## src/rtl/alarm_cmp.sv

```systemverilog
module alarm_cmp (
  input  logic       clk,
  input  logic       rst_n,
  input  logic       tick,
  input  logic       freeze,
  input  logic       bin_mode,
  input  logic       hr24,
  input  logic       alm_ie,
  input  logic       flag_clr,
  input  logic [7:0] cur_sec,
  input  logic [7:0] cur_min,
  input  logic [7:0] cur_hour,
  input  logic [7:0] alm_sec,
  input  logic [7:0] alm_min,
  input  logic [7:0] alm_hour,
  output logic       alm_flag,
  output logic       alm_new,
  output logic       irq
);

  function automatic logic [7:0] dec(input logic [7:0] b, input logic bin);
    dec = bin ? b : (8'(b[7:4]) * 8'd10 + 8'(b[3:0]));
  endfunction

  function automatic logic [7:0] dec_hour(input logic [7:0] b, input logic bin, input logic h24);
    logic [7:0] v;
    if (h24) begin
      dec_hour = dec(b, bin);
    end else begin
      v = dec({1'b0, b[6:0]}, bin) % 8'd12;
      dec_hour = b[7] ? v + 8'd12 : v;
    end
  endfunction

  logic wc_s, wc_m, wc_h, hit, eval, fresh;

  assign wc_s = &alm_sec[7:6];
  assign wc_m = &alm_min[7:6];
  assign wc_h = &alm_hour[7:6];

  assign hit = (wc_s || dec(alm_sec, bin_mode) == dec(cur_sec, bin_mode)) &&
               (wc_m || dec(alm_min, bin_mode) == dec(cur_min, bin_mode)) &&
               (wc_h || dec_hour(alm_hour, bin_mode, hr24) == dec_hour(cur_hour, bin_mode, hr24));

  assign eval  = tick && !freeze;
  assign fresh = eval && hit && !alm_flag;

  always_ff @(posedge clk) begin
    if (!rst_n) begin
      alm_flag <= 1'b0;
      alm_new  <= 1'b0;
      irq      <= 1'b0;
    end else begin
      alm_new <= fresh;
      if (eval && hit)   alm_flag <= 1'b1;
      else if (flag_clr) alm_flag <= 1'b0;
      if (fresh && alm_ie) irq <= 1'b1;
      else if (flag_clr)   irq <= 1'b0;
    end
  end

  p_pulse_needs_tick_r5: assert property (@(posedge clk) disable iff (!rst_n)
    alm_new |-> $past(tick) && !$past(freeze));
  p_frozen_quiet_r9: assert property (@(posedge clk) disable iff (!rst_n)
    freeze |=> !alm_new);
  p_pulse_sets_flag_r6: assert property (@(posedge clk) disable iff (!rst_n)
    alm_new |-> alm_flag);
  p_irq_needs_enable_r7: assert property (@(posedge clk) disable iff (!rst_n)
    $rose(irq) |-> $past(alm_ie) && alm_new);
  p_no_repeat_r10: assert property (@(posedge clk) disable iff (!rst_n)
    alm_flag |=> !alm_new);
  p_flag_sticky_r10: assert property (@(posedge clk) disable iff (!rst_n)
    alm_flag && !flag_clr |=> alm_flag);

endmodule

```

## config.mk

```make
export PLATFORM = sky130hd
export DESIGN_NAME = alarm_cmp
export DESIGN_NICKNAME = d
export VERILOG_FILES = /design/src/rtl/alarm_cmp.sv
export SDC_FILE = /design/constraint.sdc
export NUM_CORES = 1
export LEC_CHECK = 0
export BUFFER_PORTS_ARGS = -buffer_cell sky130_fd_sc_hd__buf_4
export CORE_UTILIZATION = 64
export DETAILED_ROUTE_END_ITERATION = 8
export GPL_TIMING_DRIVEN = 0
export HOLD_SLACK_MARGIN = 0.12
export PLACE_DENSITY = 0.95
export RECOVER_POWER = 100
export SLEW_MARGIN = 40
export SYNTH_ARGS = -nofsm -noshare
export SYNTH_HDL_FRONTEND = slang
export SYNTH_SLANG_ARGS = --single-unit
```

## constraint.sdc

```tcl
create_clock -name clk -period 9 [get_ports clk]
set_clock_uncertainty 0.1 [all_clocks]
set_input_delay 0.9 -clock clk [delete_from_list [all_inputs] [get_ports clk]]
set_output_delay 0.9 -clock clk [all_outputs]
set_load 0.02 [all_outputs]
```

* After elaboration in Yosys (flattened, before gate mapping)
Index checks and enable logic that the tools add are counted.
Word-level totals: bits in read-only memories 0, memories 0, flip-flop bits (word level) 3, word-level logic and storage cells 57, bits in writable memories 0, bits in latches 0
Operators by class: multiply operators 8, $add $sub $neg 10, bitwise operators 0, mux-type cells 15, order comparisons 0, equal/unequal tests 3, shift operators 0, reductions and logical operators 16, div/mod/pow operators 2
Operators by type and width (number):
- 8-bit two-way mux | 12
- 8-bit by 4-bit adder with 8-bit output | 6
- 4-bit by 3-bit multiplier with 7-bit output (second input constant) | 6
- 8-bit == test | 3
- 7-bit by 4-bit adder with 8-bit output | 2
- 8-bit by 4-bit adder with 8-bit output (second input constant) | 2
- 8-bit by 4-bit remainder unit with 8-bit output (second input constant) | 2
- 3-bit by 3-bit multiplier with 6-bit output (second input constant) | 2
- 1-bit logical AND | 6
- 2-bit AND reduction | 3
- 2-bit nonzero test | 2
- 1-bit logical OR | 3
- 1-bit two-way mux | 3
- 1-bit logical NOT | 2

* Logic depth before layout (Yosys ltp)
Gate-level depths: netlist of run 1.
depth in word-level cells 14, depth in mapped cells 18, depth with buffers taken out 18

* Least setup slack after synthesis of run 1
No wires, ideal clock.
path kind input-to-reg, from input port alm_hour[4], to register alm_flag, slack 4.568 ns, cell stages on the path 16, path buffers 0, setup time 0.122 ns, arrival time 4.211 ns, required time 8.778 ns, path through ha_1 -> ha_1 -> a211oi_2 -> nor4_2 -> or3_1 -> o31ai_2 -> mux2i_1 -> mux2i_2 -> inv_1 -> ha_1 -> nand2b_1 -> o41a_1 -> nor3_1 -> nor4_4 -> a31oi_1 -> nand2_1
Between the ends: cells in the longest elaborated chain, start to end 12, elaborated cells between the ends (all ways) 16
Ends and longest elaborated chain:
- start: declaration | line 15 | input logic [7:0] alm_hour,
- 3-bit by 3-bit multiplier with 6-bit output | line 22 | dec = bin ? b : (8'(b[7:4]) * 8'd10 + 8'(b[3:0]));
- 7-bit by 4-bit adder with 8-bit output | line 22
- 8-bit two-way mux | line 22
- 8-bit by 4-bit remainder unit with 8-bit output | line 30 | v = dec({1'b0, b[6:0]}, bin) % 8'd12;
- 8-bit by 4-bit adder with 8-bit output | line 31 | dec_hour = b[7] ? v + 8'd12 : v;
- 8-bit two-way mux | line 31
- 8-bit two-way mux * | line 27 | if (h24) begin
- 8-bit == test * | line 43 | (wc_h || dec_hour(alm_hour, bin_mode, hr24) == dec_hour(cur_hour, bin_mode, hr24));
- 1-bit logical OR * | line 43
- 1-bit logical AND * | line 42 | (wc_m || dec(alm_min, bin_mode) == dec(cur_min, bin_mode)) &&
- 1-bit logical AND * | line 55 | if (eval && hit) alm_flag <= 1'b1;
- 1-bit two-way mux or 2-bit nonzero test (tied branches)
- end signal: assignment | line 50 | alm_flag <= 1'b0;
- end signal: assignment | line 55
- end signal: assignment | line 56 | else if (flag_clr) alm_flag <= 1'b0;
- end: declaration | line 16 | output logic alm_flag,
Mark *: on every way between the ends. The rest lies on a longest branch, timed or not. A chain may end at the register's enable or synchronous reset.

* Worst setup path after layout of run 1
Ends and elaborated chain as after synthesis.

==> results of run 1 <==
==> per-layer routing <==
layer,routed length (um),vias to the layer above,global-route usage
met5,0,-,0
met4,244,0,0.115
met3,805,31,0.0477
met2,5190,210,0.630
met1,4290,1912,0.404
li1,-,1923,-
==> area by class of cell <==
cell class / instances / share of cell area
plain buffers: 12 / 0.0154
inverters: 23 / 0.0201
multi-input cells: 431 / 0.821
clock buffers: 4 / 0.0105
repair buffers: 58 / 0.0985
flip-flops and latches: 3 / 0.0139
well taps: 72 / 0.0209
==> sequential cells by signal, summed over array words and instances (netlist names) <==
| signal | flops |
|---|---|
| alm_flag | 1 |
| irq | 1 |
| alm_new | 1 |
==> how the worst max path moves through the flow <==
| stage | cells after the start | from | slack (ps) | endpoint |
|---|---|---|---|---|
| 5_1_grt | 17 | alm_hour[4] | 3250 | alm_flag$_SDFFE_PN0P_ |
| 6_report | 17 | alm_hour[4] | 3650 | alm_flag$_SDFFE_PN0P_ |
| 3_5_place_dp | 17 | alm_hour[4] | 3900 | alm_flag$_SDFFE_PN0P_ |
| 3_3_place_gp | 17 | alm_hour[4] | 3980 | alm_flag$_SDFFE_PN0P_ |
| 4_1_cts | 17 | alm_hour[4] | 4130 | alm_flag$_SDFFE_PN0P_ |
| 2_1_floorplan | 16 | alm_hour[4] | 4570 | alm_flag$_SDFFE_PN0P_ |
==> Yosys cell counts (13+ instances only) <==
cell	number	area, um2
a21oi_1	16	80.1
ha_1	48	601
o21ai_0	15	75.1
inv_1	23	86.3
xor2_1	25	219
xnor2_1	41	359
nor2_1	22	82.6
nor3_1	18	90.1
a211oi_1	15	113
nand3_1	13	65.1
nand2_1	33	124
==> placed cells by master, fill, tap and decap left out, drive strengths merged, types with 12 or more instances in the layout <==
master / count
xnor2: 43
nor3: 20
ha: 48
nand3: 13
o21ai: 16
a211oi: 18
nor2: 23
buf: 63
inv: 23
a21oi: 16
fa: 12
nand2: 33
xor2: 26
mux2i: 13
==> metrics by stage <==
stage	hold WS (ps)	setup slack (ps)
after global placement	346	3980
after global routing	372	3250
final	354	3650
after detailed placement	352	3900
after CTS	353	4130
after floorplan	415	4570
==> worst max-delay path, cell delays in order <==
cell,delay [ps]
buf_4,150
ha_1,310
ha_1,280
a211oi_1,760
nor4_1,210
or3_1,400
o31ai_2,280
mux2i_1,120
mux2i_1,380
inv_1,170
ha_1,310
nand2b_1,150
o41a_1,150
nor3_1,330
nor4_4,90
a31oi_1,270
nand2_1,80
==> power by group through the flow <==
stage	Clock (mW)	Combinational, mW	Sequential [mW]
2_1_floorplan	0	0.264	0.0137
6_report	0.0401	0.356	0.0134
4_1_cts	0.0400	0.351	0.0135
3_3_place_gp	0	0.334	0.0136
5_1_grt	0.0407	0.390	0.0134
3_5_place_dp	0	0.349	0.0136
==> kinds of logic after synthesis <==
kind of cell             synth area share
AND/OR/NAND/NOR                     0.244
AO/OA/AOI/OAI                       0.256
XOR/XNOR                            0.179
adder cells (fa/ha/maj)             0.224
buffers and inverters              0.0406
multiplexers                       0.0416
flip-flops                         0.0160
==> flow_summary.json, run 1 <==
{
  "status": "finished, final reports clean",
  "ant_nets": 0,
  "syn_inst": 469,
  "fin_cells": 603,
  "hold_path_class": "reg -> reg",
  "via_per_inst": 6.76,
  "cp-end-kind": "flip-flop",
  "htree_num_levels": 1,
  "diodes": 0,
  "syn-num-nets": 585,
  "coreArea_um2": 5570,
  "hold_violations": 0,
  "netSwitchingFraction": 0.504,
  "setup_viol": 0,
  "numPlacedInstances": 599,
  "synthArstFlopShare": 0,
  "vias": 4076,
  "die_width_um": 78.7,
  "combPwrFrac": 0.869,
  "multiInputGateArea_um2": 3530,
  "grtUsageTotal": 0.344,
  "worst_ep_required_time_ps": 9000,
  "total_power_uw": 409,
  "route.detailed.drc": 0,
  "ys_seq_area_frac": 0.0160,
  "io_buffers": 58,
  "p_per_area_nw_per_um2": 95.0,
  "antenna_found_initial": 0,
  "fin_nets": 648,
  "cts_sinks": 3,
  "fin_crit_ps": 5350,
  "r2r_slack_ps": 8080,
  "rr_startpoint": "alm_flag$_SDFFE_PN0P_",
  "fillerInstances": 411,
  "power.internal_uw": 203,
  "syn_area_um2": 3760,
  "yosys_most_used_dff": "dfxtp_1",
  "cp_data_arrival_time_ps": 5340,
  "synth_seq_cells": 3,
  "die_h_um": 78.7,
  "start_util": 0.675,
  "cts_tree": "done",
  "r2r_cells": 3,
  "routed_wl_um": 10500,
  "fmax_mhz": 187,
  "max_slew.worst_pin.slew_ps": 869,
  "cts.path.max_buffers": 2,
  "hold_depth": 1,
  "r2r_end": "irq$_SDFFE_PN0P_",
  "cp_max_fo": 7,
  "cts_repair_resize_count": 0,
  "cts_hold_buf": 0,
  "grt_max_degree": 11,
  "drtIter0Drc": 308,
  "grt_pass1_wl_um": 17400,
  "placed_area_um2": 4290,
  "wire_per_inst_um": 17.5,
  "clkLatencyLatePin_ps": 220,
  "p_switching_uw": 206,
  "period_share": 0.594,
  "pin_count": 59,
  "ir_drop_uv": 53.6,
  "min_to": "alm_new$_SDFF_PN0_",
  "synth_edf_count": 0,
  "slew_headroom": 0.418,
  "critPathKind": "in -> reg",
  "rsz0062_at_grt": "no",
  "dieArea_um2": 6190,
  "worstHoldStart": "alm_flag$_SDFFE_PN0P_",
  "drive_above_1_share": 0.181,
  "grt_overflow": 0,
  "synth.distinct_cells": 80,
  "rows": 27,
  "seq_area_um2": 60.1,
  "drv_cap": 0,
  "slew_violations": 0,
  "p_seq_frac": 0.033,
  "final_area_um2": 4310,
  "fin_setup_tns_ps": 0,
  "p_leak_nw": 1.85,
  "dpl.hpwl_um": 8520,
  "drt_pass1_iterations": 6,
  "clockPowerShare": 0.098,
  "startpoint_type": "primary input",
  "clkTransAtPathRegs_ps": 30,
  "yosysWarnings": 0,
  "cts-root-buf": "clkbuf_8",
  "area_growth_pct": 14.5,
  "post_cts_buffers": 0,
  "numCtsBuffers": 3,
  "fin_util": 0.772,
  "grt_pass1_vias": 3918,
  "syn_avg_cell_area_um2": 8.02,
  "gp_congestion": 0.906
}
(Power assumes the default switching activity.)
==> inputs of run 2 (changes only) <==
--- a/config.mk
+++ b/config.mk
@@ -5,12 +5,13 @@
 export SDC_FILE = /design/constraint.sdc
 export NUM_CORES = 1
 export LEC_CHECK = 0
+export ABC_AREA = 1
 export BUFFER_PORTS_ARGS = -buffer_cell sky130_fd_sc_hd__buf_4
-export CORE_UTILIZATION = 64
+export CORE_UTILIZATION = 52
 export DETAILED_ROUTE_END_ITERATION = 8
 export GPL_TIMING_DRIVEN = 0
 export HOLD_SLACK_MARGIN = 0.12
-export PLACE_DENSITY = 0.95
+export PLACE_DENSITY = 0.9
 export RECOVER_POWER = 100
 export SLEW_MARGIN = 40
 export SYNTH_ARGS = -nofsm -noshare
==> constraint.sdc (replaced) <==
create_clock -name clk -period 4.9 [get_ports clk]
set_clock_uncertainty 0.1 [all_clocks]
set_input_delay 0.49 -clock clk [delete_from_list [all_inputs] [get_ports clk]]
set_output_delay 0.49 -clock clk [all_outputs]
set_load 0.02 [all_outputs]
==> run 2 against run 1 <==
Net effect:
- core utilization decreased by 13 points
- register-to-register slack worse by 4000 ps
- worst hold slack gained 39 ps
- design area shrank 17%
- critical endpoint unchanged
==> flow_summary.json, run 2 <==
{
  "crit_family": "simple AND/OR/NAND/NOR gates",
  "p_seq_frac": 0.045,
  "drtIter0Drc": 135,
  "startpoint": "alm_hour[4]",
  "slew_violations": 0,
  "cts_sinks": 3,
  "grt_max_degree": 11,
  "yosysTopAreaCellShare": 0.198,
  "highest-signal-layer": "met4",
  "cts-root-buf": "clkbuf_8",
  "yosysWarnings": 0,
  "synth_seq_cells": 3,
  "startpoint_type": "primary input",
  "ys_seq_area_frac": 0.0198,
  "htree_num_levels": 1,
  "routed_wl_um": 7440,
  "grt_pass1_wl_um": 13300,
  "grt_pass1_vias": 3381,
  "syn_avg_cell_area_um2": 6.44,
  "reg_top3": "alm_flag: 1 flops, alm_new: 1 flops, irq: 1 flops",
  "setup_viol": 0,
  "fin_setup_tns_ps": 0,
  "hold_violations": 0,
  "pin_count": 59,
  "grt_overflow": 0,
  "cts.path.max_buffers": 2,
  "fmax_mhz": 245,
  "fillerInstances": 500,
  "fin_crit_ps": 4080,
  "rows": 27,
  "dpl.hpwl_um": 6390,
  "wire_per_inst_um": 12.3,
  "coreArea_um2": 5570,
  "ir_drop_uv": 106,
  "critPathKind": "in -> reg",
  "gp_congestion": 0.889,
  "rsz0062_at_grt": "no",
  "vias": 3307,
  "combPwrFrac": 0.822,
  "power.internal_uw": 274,
  "p_switching_uw": 279,
  "io_buffers": 57,
  "wl_met1_um": 3190,
  "placed_area_um2": 3550,
  "synthArstFlopShare": 0,
  "syn_area_um2": 3030,
  "slowest_stage": "a2111oi_0",
  "most-common-layout-cells": "113 x nand2_1, 59 x inv_1, 54 x buf_4",
  "max_slew.worst_pin.slew_ps": 537,
  "cts_hold_buf": 0,
  "ant_nets": 0,
  "netSwitchingFraction": 0.505,
  "worst_ep_required_time_ps": 4950,
  "synth_area_leaders": "ha_1 20%, nand2_1 14%, fa_1 7.9%",
  "mostFrequentLayoutCell": "nand2_1",
  "route.detailed.drc": 0,
  "worstHoldStart": "alm_flag$_SDFFE_PN0P_",
  "cts_tree": "done",
  "met3_length_um": 321,
  "area_growth_pct": 18.0,
  "clockPowerShare": 0.134,
  "clkLatencyLatePin_ps": 220,
  "hold_path_class": "reg -> reg",
  "synthMostInstantiatedCell": "nand2_1",
  "drive_above_1_share": 0.162,
  "yosys_most_used_dff": "dfxtp_1",
  "numCtsBuffers": 3,
  "antenna_found_initial": 0,
  "grtUsageTotal": 0.258,
  "drv_cap": 0,
  "diodes": 0,
  "cp-end-kind": "flip-flop",
  "cp_max_fo": 5,
  "drt_pass1_iterations": 4,
  "wl_met2_um": 3810,
  "post_cts_buffers": 0,
  "clkTransAtPathRegs_ps": 30,
  "critPathBufInv": 2,
  "syn_inst": 471,
  "dieArea_um2": 6140,
  "syn-num-nets": 587,
  "final_area_um2": 3580,
  "cp_common_cell": "nand2_1",
  "fin_nets": 649,
  "period_share": 0.832,
  "synth_top_cell_by_area": "ha_1",
  "p_per_area_nw_per_um2": 154,
  "start_util": 0.544,
  "p_leak_nw": 1.88,
  "cp_data_arrival_time_ps": 4130,
  "status": "finished, final reports clean",
  "die_h_um": 78.4,
  "cts_repair_resize_count": 0,
  "synthTopCellsByCount": "113 x nand2_1, 59 x inv_1, 48 x ha_1",
  "slowest_delay_ps": 390,
  "via_per_inst": 5.48,
  "synth.distinct_cells": 43,
  "die_width_um": 78.4,
  "rr_startpoint": "alm_flag$_SDFFE_PN0P_",
  "slew_headroom": 0.642,
  "synth_edf_count": 0
}
[run 2: cell count changes in the layout (fill, tap and decap cells not counted), sizes merged, moves of 10 or more]
cell	previous run	this run
nand2	33	120
xnor2	43	24
nand3	13	38
a211oi	18	1
inv	23	63
o21ai	16	33
nor2	23	33
nor3	20	5
mux2i	13	0
[run 2: metal layers]
| metal | vias to the layer above | track usage |
|---|---|---|
| li1 | 1686 | - |
| met1 | 1525 | 0.297 |
| met2 | 80 | 0.504 |
| met3 | 16 | 0.0244 |
| met4 | 0 | 0.0611 |
| met5 | - | 0 |
[run 2: area by class of cell]
cell class	instances	area (um2)	area share
buffer	8	32.5	0.00909
sequential	3	60.1	0.0168
inverter	63	236	0.0661
timing repair buffer	57	417	0.116
clock buffer	4	45.0	0.0126
multi-input combinational	397	2700	0.754
tap	72	90.1	0.0252
[run 2: path summary, 6_finish.rpt]
kind	end	slack [ps]	cells after the start
setup / recovery	alm_flag$_SDFFE_PN0P_	820	29
hold / removal	alm_new$_SDFF_PN0_	390	1
setup reg to reg	irq$_SDFFE_PN0P_	4070	3
hold reg to reg	alm_new$_SDFF_PN0_	390	1
[run 2: logic make-up (layout without fill, tap and decap cells)]
family                     after synthesis  count (layout)  synth area share
buffers and inverters                   71             132            0.0887
adders and majority gates               60              60             0.277
DFF                                      3               3            0.0198
and+or+nand+nor                        223             223             0.339
AOI/OAI and AO/OA                       66              66             0.137
xor gates and xnor gates                48              48             0.139
[run 2: power by group through the flow]
stage | Combinational (mW) | Clock, mW | Sequential [mW]
2_1_floorplan | 0.334 | 0 | 0.0251
3_3_place_gp | 0.429 | 0 | 0.0250
3_5_place_dp | 0.452 | 0 | 0.0250
4_1_cts | 0.454 | 0.0740 | 0.0247
5_1_grt | 0.517 | 0.0762 | 0.0247
6_report | 0.454 | 0.0738 | 0.0247
[run 2: per-stage QoR]
| step | cells | hold WS, ps | setup WS, ps | utilization | total power [mW] |
|---|---|---|---|---|---|
| after detailed placement | 600 | 369 | 786 | 0.637 | 0.477 |
| after floorplan | 471 | 445 | 1350 | - | 0.359 |
| after CTS | 604 | 389 | 994 | 0.645 | 0.553 |
| after global placement | 600 | 360 | 887 | 0.637 | 0.455 |
| after global routing | 604 | 417 | 331 | 0.642 | 0.618 |
| final | 604 | 393 | 824 | 0.642 | 0.553 |
[run 2: worst reg2reg max path, cell delays in order, from the launching register on]
cell and delay, ps:
dfxtp_1 380, nor2_1 70, nand4_1 90, nand2_1 60
==> inputs of run 3 (changes only) <==
--- a/config.mk
+++ b/config.mk
@@ -7,11 +7,11 @@
 export LEC_CHECK = 0
 export ABC_AREA = 1
 export BUFFER_PORTS_ARGS = -buffer_cell sky130_fd_sc_hd__buf_4
-export CORE_UTILIZATION = 52
+export CORE_UTILIZATION = 58
 export DETAILED_ROUTE_END_ITERATION = 8
 export GPL_TIMING_DRIVEN = 0
 export HOLD_SLACK_MARGIN = 0.12
-export PLACE_DENSITY = 0.9
+export PLACE_DENSITY = 0.94
 export RECOVER_POWER = 100
 export SLEW_MARGIN = 40
 export SYNTH_ARGS = -nofsm -noshare
==> constraint.sdc (replaced) <==
create_clock -name clk -period 3.9 [get_ports clk]
set_clock_uncertainty 0.1 [all_clocks]
set_input_delay 0.39 -clock clk [delete_from_list [all_inputs] [get_ports clk]]
set_output_delay 0.39 -clock clk [all_outputs]
set_load 0.02 [all_outputs]
==> run 3 against run 2 <==
Net effect:
- combinational power is 39% higher
- core utilization is 12 points higher
- register-to-register slack worse by 1000 ps
- design area is 4.1% higher
- clock power is 34% higher
- via count is 5.7% higher
- sequential power is 26% higher
- cell count is 0.33% lower
- largest cell class unchanged
- highest routed layer unchanged
==> flow_summary.json, run 3 (synthesis results as in run 2) <==
{
  "p_per_area_nw_per_um2": 204,
  "grtUsageTotal": 0.295,
  "cts_sinks": 3,
  "rsz0062_at_grt": "yes",
  "vias": 3496,
  "drive_above_1_share": 0.202,
  "htree_num_levels": 1,
  "numCtsBuffers": 3,
  "die_width_um": 74.3,
  "grt_pass1_wl_um": 13100,
  "drt_pass1_iterations": 7,
  "slowest_stage": "fa_2",
  "area_growth_pct": 22.9,
  "clkLatencyLatePin_ps": 220,
  "rows": 25,
  "io_buffers": 57,
  "dpl.hpwl_um": 6480,
  "hold_path_class": "in -> reg",
  "slowest_delay_ps": 410,
  "slew_violations": 0,
  "gp_congestion": 0.831,
  "grt_overflow": 0,
  "most-common-layout-cells": "108 x nand2_1, 57 x inv_1, 55 x buf_4",
  "start_util": 0.622,
  "cts_tree": "done",
  "fillerInstances": 385,
  "startpoint_type": "primary input",
  "cp_data_arrival_time_ps": 3870,
  "cp_common_cell": "nand2_2",
  "status": "finished, final reports clean",
  "route.detailed.drc": 0,
  "fmax_mhz": 263,
  "fin_crit_ps": 3810,
  "grt_max_degree": 11,
  "r2r_slack_ps": 3050,
  "worst_slack_ps": 94.6,
  "dieArea_um2": 5520,
  "worst_ep_required_time_ps": 3960,
  "coreArea_um2": 4880,
  "routed_wl_um": 8540,
  "critPathKind": "in -> reg",
  "slew_headroom": 0.571,
  "seq_area_um2": 60.1,
  "clkTransAtPathRegs_ps": 40,
  "cp-end-kind": "flip-flop",
  "reg_top3": "alm_flag: 1 flops, alm_new: 1 flops, irq: 1 flops",
  "setup_viol": 0,
  "p_leak_nw": 1.90,
  "fin_util": 0.764,
  "fin_nets": 652,
  "pin_count": 59,
  "cp_max_fo": 5,
  "max_slew.worst_pin.slew_ps": 644,
  "hold_depth": 3,
  "period_share": 0.976,
  "die_h_um": 74.3,
  "fin_cells": 602,
  "numPlacedInstances": 595,
  "place_ws_ps": -91.4,
  "r2r_end": "irq$_SDFFE_PN0P_",
  "diodes": 0,
  "ant_nets": 0,
  "via_per_inst": 5.81,
  "r2r_cells": 3,
  "ir_drop_uv": 212,
  "multiInputGateArea_um2": 2810,
  "min_to": "irq$_SDFFE_PN0P_",
  "cts_hold_buf": 0,
  "drtIter0Drc": 282,
  "cts.path.max_buffers": 2,
  "wire_per_inst_um": 14.2,
  "hold_violations": 0,
  "grt_pass1_vias": 3183,
  "drv_cap": 0,
  "cts-root-buf": "clkbuf_8",
  "worstHoldStart": "rst_n",
  "mostFrequentLayoutCell": "nand2_1",
  "rr_startpoint": "alm_flag$_SDFFE_PN0P_",
  "antenna_found_initial": 0
}
## run 3: cell types whose count changed in the layout (fill, tap and decap cells not counted), sizes merged
cell / delta
buf: +3
## run 3: worst max path at each step
| stage | start | end | slack [ps] | cells past startpoint |
|---|---|---|---|---|
| after detailed placement | alm_hour[4] | alm_flag$_SDFFE_PN0P_ | -90 | 25 |
| after CTS | alm_hour[4] | alm_flag$_SDFFE_PN0P_ | 100 | 25 |
| after global routing | alm_hour[4] | alm_flag$_SDFFE_PN0P_ | -60 | 29 |
| final | alm_hour[4] | alm_flag$_SDFFE_PN0P_ | 90 | 27 |
| after global placement | alm_hour[4] | alm_flag$_SDFFE_PN0P_ | -8 | 28 |
| after floorplan | alm_hour[4] | alm_flag$_SDFFE_PN0P_ | 450 | 27 |
## run 3: what timing repair did
| item | 4_1_cts | 5_1_grt |
|---|---|---|
| gates resized for setup | 0 | 30 |
| setup endpoints to repair | 0 | 3 |
| buffers inserted | 0 | 3 |
## run 3: area by class of cell
type,instances,share of cell area
timing repair buffer,60,0.122
tap,67,0.0225
sequential,3,0.0161
multi-input combinational,397,0.755
buffer,8,0.00873
inverter,63,0.0635
clock buffer,4,0.0121
## run 3: metrics by stage
| stage | TNS [ps] | instance area (um2) | total power [mW] | hold slack (ps) |
|---|---|---|---|---|
| 6_report | 0 | 3730 | 0.762 | 337 |
| 4_1_cts | 0 | 3590 | 0.701 | 343 |
| 3_3_place_gp | -7.72 | 3540 | 0.570 | 362 |
| 5_1_grt | -102 | 3730 | 0.830 | 356 |
| 3_5_place_dp | -240 | 3540 | 0.601 | 387 |
| 2_1_floorplan | 0 | 3030 | 0.452 | 432 |
## run 3: worst max-delay path, delay by kind of cell
family	cells	cell delay [ps]
buf+inv	1	120
fa+ha+maj	3	770
simple gates	16	1420
xor+xnor	2	340
compound gates	5	840
## run 3: power breakdown
part	switching (mW)	leakage, nW	internal (mW)
clock network	0.0283	0.0228	0.0704
logic	0.365	1.85	0.267
registers	0.0000638	0.0242	0.0309
## run 3: layer usage
| layer | routed length (um) | part of all wire | vias up | global-route usage |
|---|---|---|---|---|
| met1 | 3390 | 0.40 | 1593 | 0.353 |
| li1 | - | - | 1697 | - |
| met4 | 210 | 0.025 | 0 | 0.0776 |
| met5 | 0 | 0 | - | 0 |
| met3 | 590 | 0.069 | 32 | 0.0393 |
| met2 | 4350 | 0.51 | 174 | 0.552 |
